[config.mk]
export PLATFORM = sky130hd
export DESIGN_NAME = dcm_enable_gen
export DESIGN_NICKNAME = d
export VERILOG_FILES = /design/src/rtl/dcm_pkg.sv /design/src/rtl/dcm_phase_ctr.sv /design/src/rtl/dcm_mode_sel.sv /design/src/rtl/dcm_strobe_reg.sv /design/src/rtl/dcm_enable_gen.sv
export SDC_FILE = /design/constraint.sdc
export NUM_CORES = 1
export LEC_CHECK = 0
export BUFFER_PORTS_ARGS = -buffer_cell sky130_fd_sc_hd__buf_2
export CAP_MARGIN = 10
export CORE_AREA = 5 5 42 44
export CTS_BUF_LIST = sky130_fd_sc_hd__clkbuf_2 sky130_fd_sc_hd__clkbuf_4 sky130_fd_sc_hd__clkbuf_8
export CTS_CLUSTER_SIZE = 12
export DETAILED_ROUTE_END_ITERATION = 16
export DIE_AREA = 0 0 47 49
export PLACE_DENSITY = 0.46
export SLEW_MARGIN = 20
export SYNTH_ARGS = -nofsm -noshare
export SYNTH_HDL_FRONTEND = slang
export SYNTH_SLANG_ARGS = --single-unit
export TNS_END_PERCENT = 50
[constraint.sdc]
create_clock -name clk -period 1.15 [get_ports clk]
set_input_delay 0.23 -clock clk [delete_from_list [all_inputs] [get_ports clk]]
set_output_delay 0.23 -clock clk [all_outputs]
set_load 0.05 [all_outputs]
[src/rtl/dcm_pkg.sv]
package dcm_pkg;

    typedef enum logic [1:0] {
        MODE_FULL_RATE = 2'd0,
        MODE_PRE_TRIG  = 2'd1,
        MODE_POST_TRIG = 2'd2
    } dcm_mode_e;

endpackage

[src/rtl/dcm_phase_ctr.sv]
module dcm_phase_ctr #(
    parameter int PHASE_W = 3
) (
    input  logic               clk,
    input  logic               rst_n,
    input  logic               hold_zero,
    output logic [PHASE_W-1:0] phase
);

    always_ff @(posedge clk or negedge rst_n) begin
        if (!rst_n) begin
            phase <= '0;
        end else if (hold_zero) begin
            phase <= '0;
        end else begin
            phase <= phase + {{(PHASE_W-1){1'b0}}, 1'b1};
        end
    end

endmodule

[src/rtl/dcm_mode_sel.sv]
module dcm_mode_sel
    import dcm_pkg::*;
#(
    parameter int RATIO_W = 2,
    parameter int PHASE_W = 3
) (
    input  logic               dec_en_n,
    input  logic               trig_n,
    input  logic [RATIO_W-1:0] ratio,
    input  logic [PHASE_W-1:0] phase,
    output logic               keep
);

    dcm_mode_e          mode;
    logic [PHASE_W:0]   span;
    logic [PHASE_W-1:0] mask;

    always_comb begin
        if (dec_en_n) begin
            mode = MODE_FULL_RATE;
        end else if (!trig_n) begin
            mode = MODE_POST_TRIG;
        end else begin
            mode = MODE_PRE_TRIG;
        end
    end

    always_comb begin
        span = ({{PHASE_W{1'b0}}, 1'b1} << ratio) - {{PHASE_W{1'b0}}, 1'b1};
        mask = span[PHASE_W-1:0];
    end

    always_comb begin
        unique case (mode)
            MODE_FULL_RATE: keep = 1'b1;
            MODE_POST_TRIG: keep = 1'b1;
            MODE_PRE_TRIG:  keep = ((phase & mask) == '0);
            default:        keep = 1'b1;
        endcase
    end

endmodule

[src/rtl/dcm_strobe_reg.sv]
module dcm_strobe_reg #(
    parameter int NCH = 2
) (
    input  logic           clk,
    input  logic           rst_n,
    input  logic           keep,
    input  logic [NCH-1:0] allow_n,
    output logic [NCH-1:0] strobe_n
);

    for (genvar g = 0; g < NCH; g++) begin : g_ch
        always_ff @(posedge clk or negedge rst_n) begin
            if (!rst_n) begin
                strobe_n[g] <= 1'b1;
            end else begin
                strobe_n[g] <= ~(~allow_n[g] & keep);
            end
        end
    end

endmodule

[src/rtl/dcm_enable_gen.sv]
module dcm_enable_gen #(
    parameter int RATIO_W = 2
) (
    input  logic               clk,
    input  logic               rst_n,
    input  logic               dec_en_n,
    input  logic               trig_n,
    input  logic [RATIO_W-1:0] ratio,
    input  logic               wr_allow_n,
    input  logic               rd_allow_n,
    output logic               fifo_we_n,
    output logic               fifo_re_n
);

    localparam int PHASE_W = (1 << RATIO_W) - 1;
    localparam int NCH     = 2;

    logic [PHASE_W-1:0] phase;
    logic               keep;
    logic [NCH-1:0]     allow_n;
    logic [NCH-1:0]     strobe_n;

    dcm_phase_ctr #(.PHASE_W(PHASE_W)) u_phase (
        .clk       (clk),
        .rst_n     (rst_n),
        .hold_zero (dec_en_n),
        .phase     (phase)
    );

    dcm_mode_sel #(.RATIO_W(RATIO_W), .PHASE_W(PHASE_W)) u_mode (
        .dec_en_n (dec_en_n),
        .trig_n   (trig_n),
        .ratio    (ratio),
        .phase    (phase),
        .keep     (keep)
    );

    assign allow_n = {rd_allow_n, wr_allow_n};

    dcm_strobe_reg #(.NCH(NCH)) u_strobe (
        .clk      (clk),
        .rst_n    (rst_n),
        .keep     (keep),
        .allow_n  (allow_n),
        .strobe_n (strobe_n)
    );

    assign fifo_we_n = strobe_n[0];
    assign fifo_re_n = strobe_n[1];

endmodule

# Yosys cells after proc, flatten, opt, wreduce, memory -nomap -nowiden
# Index checks and enable logic that the tools add are counted.
[word_totals] regBits=5 out_inout_bits=2 wordCells=19
[op_classes] add_sub_neg=2 eq_ne=1 shifts=1 n_mux=4 n_bitwise=7 n_reduce_logical=1
[op_table] cell="2-bit two-way mux" count=2
[op_table] cell="1-bit inverter" count=4
[op_table] cell="3-bit by 1-bit adder with 3-bit output, second input constant" count=1
[op_table] cell="3-bit bitwise AND" count=1
[op_table] cell="3-bit logical NOT" count=1
[op_table] cell="3-bit two-way mux" count=1
[op_table] cell="1-bit by 2-bit left shift with 3-bit output, first input constant" count=1
[op_table] cell="3-bit by 1-bit subtractor with 3-bit output, second input constant" count=1
[op_table] cell="1-bit bitwise AND" count=2
[op_table] cell="2-bit by 1-bit equality test with 1-bit output, second input constant" count=1
[op_table] cell="1-bit two-way mux" count=1

# Depth between registers and ports, before layout
[depth] word_depth=7 mapped_depth=3

# By module
# From an unflattened synthesis, not the netlist that was laid out.
[hier_totals] hier_cells=15 hier_area_um2=197.7
[by_module_without_submodules] module="dcm_phase_ctr" n_inst=1 cells_each=8 area_each_um2=110.1 seq_area_each_um2=75.1
[by_module_without_submodules] module="dcm_strobe_reg" n_inst=1 cells_each=4 area_each_um2=65.1 seq_area_each_um2=52.6
[by_module_without_submodules] module="dcm_mode_sel" n_inst=1 cells_each=3 area_each_um2=22.5 seq_area_each_um2=0.0

# Least setup slack after synthesis
# No wires, ideal clock.
[synth_timing] kind="reg-to-reg" start="register u_phase.phase[0]" end="register u_phase.phase[1]" setup_ns=0.120 t_arrival_ns=0.837 required_ns=1.030 setup_slack_ns=0.193 stages_incl_launch_ff=3 path_cell_list="dfrtp_1 ha_1 and2b_2"
[synth_via] elab_chain_len=2
[synth_lines] element="start, declared" line_no="dcm_phase_ctr.sv:7" rtl="output logic [PHASE_W-1:0] phase"
[synth_lines] element="start signal, assigned" line_no="dcm_phase_ctr.sv:16" rtl="phase <= phase + {{(PHASE_W-1){1'b0}}, 1'b1};"
[synth_lines] element="3-bit by 1-bit adder with 3-bit output" line_no="dcm_phase_ctr.sv:16"
[synth_lines] element="3-bit two-way mux" line_no="dcm_phase_ctr.sv:13" rtl="end else if (hold_zero) begin"
# Every way passes these cells.

# Worst setup path after layout
[layout_timing] start="register u_strobe.strobe_n[1]" end="output port fifo_re_n"
[layout_rtl] element="start, declared" line_no="dcm_strobe_reg.sv:8" rtl="output logic [NCH-1:0] strobe_n"
[layout_rtl] element="start signal, assigned by index" line_no="dcm_strobe_reg.sv:16" rtl="strobe_n[g] <= ~(~allow_n[g] & keep);"
[layout_rtl] element="end, declared" line_no="dcm_enable_gen.sv:12" rtl="output logic fifo_re_n"
# No word-level cell between the ends.

==> flow_summary.toml <==
[routing]
drt-wirelength-per-cell_um = 10.3
ant_nets = 0
wirelength_um = 485
via_per_inst = 3.49
drcViolationCount = 0
vias = 164
dr.pass1.iters = 2
drtIter0Drc = 3

[cells_and_area]
final_core_util_pct = 24.2
final_area_sq_um = 339
nNetsFinal = 41
antenna_cells = 0
syn2layout_area_growth_pct = 58.5
fill_cells = 156
seq_area_sq_um = 128
drive_above_1_share_pct = 54.8
multi_input_area_sq_um = 78.8

[die]
dieArea_sq_mm = 0.00230
start_util_pct = 15.3
rows = 14
core_sq_mm = 0.00140
die_h_um = 49
die_w_um = 47
ios = 10

[synth]
synth_most_common_cell = "dfrtp_1"
ys_async_sr_fraction_pct = 100
synth_edf_count = 0
netlist_area_sq_um = 214
synth_area_leader_cell = "dfrtp_1"
synthTopCellsByArea = "dfrtp_1 35%, dfstp_2 25%, o31ai_1 7.0%, nand2b_4 6.4%, ha_1 5.8%"
yosysWarnings = 0
netlist_instances = 17
synthTopCellsByCount = "3 x dfrtp_1, 2 x dfstp_2, 2 x inv_1, 2 x nor2_1, 2 x o31ai_1"
ys.flop_type = "dfrtp_1"
syn_nets = 26
ys_types = 11
ys_seq_area_share_pct = 59.6
syn_area_per_cell_sq_um = 12.6
ys_seq_elements = 5
synth_top_area_share_pct = 35.1

[worst_setup_path]
crit_slowest_cell = "dfstp_2"
slowest_delay_ns = 0.53
crit_end = "fifo_re_n"
worstReg2RegEnd = "u_phase.phase[1]"
cp.depth = 1
path_cells = "buf_8"
start_kind = "register"
worstSetupStartpoint = "u_strobe.strobe_n[1]"
worstPathArrival_ns = 0.91
path_delay_family = "flip-flops"
r2r_cells = 2
cp.required_ns = 0.92
crit_fanout = 1
crit_path_end_kind = "output pin"
critical_path_buf_inv_count = 1
critical_path_class = "register to output pin"
r2r_start = "u_phase.phase[0]"
reg2reg_slack_ns = 0.16

[place]
place_congestion = 0.704
hpwlAfterDp_um = 391
io_buffers = 9
dpl_cell_area_sq_um = 279

[hold_path]
min_path_type = "input pin to register"
min_from = "dec_en_n"

[clocking]
cts_inserted_buffers = 3
clockRootBuffer = "clkbuf_4"
cts.sinks = 5
cts_setup_buffers = 0
clkTransAtPathRegs_ns = 0.04
clockBufferDepth = 2
cts.htree.levels = 1
cts_tree = "yes"
worstSkewPairLatency_ns = 0.24

[pwr]
power_leakage_uw = 0.000169
peakVddDrop_v = 0.000327
p_per_area_mw_per_mm2 = 1510
power_uw = 511

[global_route]
antenna_found_initial = 0
grt_pass1_vias = 206
grt_pass1_wl_um = 807
overflow = 0
grt_max_degree = 6
grt_usage_pct = 5.10

[sta]
fmax_mhz = 874
rsz0062_at_grt = "true"
max_slew_margin_pct = 82.4
finalSetupViolations = 0
hold_viol = 0
slew_viol_final = 0
min_period_ns = 1.14
holdWs_ns = 0.179
worst_slew_pin_slew_ns = 0.262
skew_ns = 0.000714
finalCritPeriodShare_pct = 99.4

[run_status]
status = "finished, final reports clean"

[run]
maxCapViolCount = 0
[sequential cells by signal, indices dropped and copies added, names as in the netlist]
register	cells
u_phase.phase	3
u_strobe.strobe_n	2
[cells in the final DEF, fill, tap and decap left out]
cell type      synthesis  routed
buf_2                  0       7
clkbuf_4               0       4
dfrtp_1                3       3
nor2_1                 2       2
inv_1                  2       2
o31ai_1                2       2
buf_8                  0       2
dfstp_2                2       2
xnor2_1                1       1
a211oi_1               1       1
nand2b_4               1       1
a21oi_1                1       1
and2b_2                1       1
ha_1                   1       1
dlygate4sd3_1          0       1
[power breakdown]
group | internal, uW | switching [uW] | total (uW) | leakage [uW]
sequential | 194 | 9.84 | 203 | 0.0000604
combinational | 39.4 | 40.2 | 79.5 | 0.0000903
clock | 155 | 72.9 | 228 | 0.0000184
[per-layer routing]
layer	up-vias	track usage (%)	routed length, um
met2	10	5.88	190
met1	70	6.26	228
li1	84	-	-
met3	0	2.21	66
met5	-	0	0
met4	0	5.53	0
[metrics by stage]
step | setup TNS (ns) | setup slack, ns | std cells
CTS | -0.0106 | -0.0106 | 47
finish | 0 | 0.00638 | 47
global route | -0.0318 | -0.0211 | 47
global placement | 0 | 0.180 | 42
detailed placement | 0 | 0.165 | 42
floorplan | 0 | 0.193 | 17
[cell families (layout without fill, tap and decap cells)]
| family | Yosys count | in the layout | synth area share [%] |
|---|---|---|---|
| DFF | 5 | 5 | 59.6 |
| AOI/OAI and AO/OA | 4 | 4 | 12.9 |
| and+or+nand+nor | 4 | 4 | 14.0 |
| buffers and inverters | 2 | 16 | 3.51 |
| adders and majority gates | 1 | 1 | 5.85 |
| xor gates and xnor gates | 1 | 1 | 4.09 |
[final cells by class]
class                      instances  area share [%]
inverter                           2            2.21
timing repair buffer              10            22.1
tap                               16            5.90
multi-input combinational         10            23.2
clock buffer                       4            8.86
sequential                         5            37.6
[worst min-delay path by stage]
stage / cells past startpoint / slack (ns) / end
after floorplan: 0 / -0.07 / u_phase.phase[0]
after global placement: 1 / 0.04 / u_phase.phase[2]
after detailed placement: 1 / 0.05 / u_phase.phase[2]
after CTS: 2 / 0.17 / u_phase.phase[2]
after global routing: 3 / 0.19 / u_strobe.strobe_n[0]
final: 2 / 0.18 / u_phase.phase[2]
[timing repair]
action	CTS	global route
hold buffers	1	0
gates resized for setup	5	1
setup endpoints to repair	2	2
endpoints found under the hold margin	5	0
No activity file was read; power rests on OpenSTA's default activity.
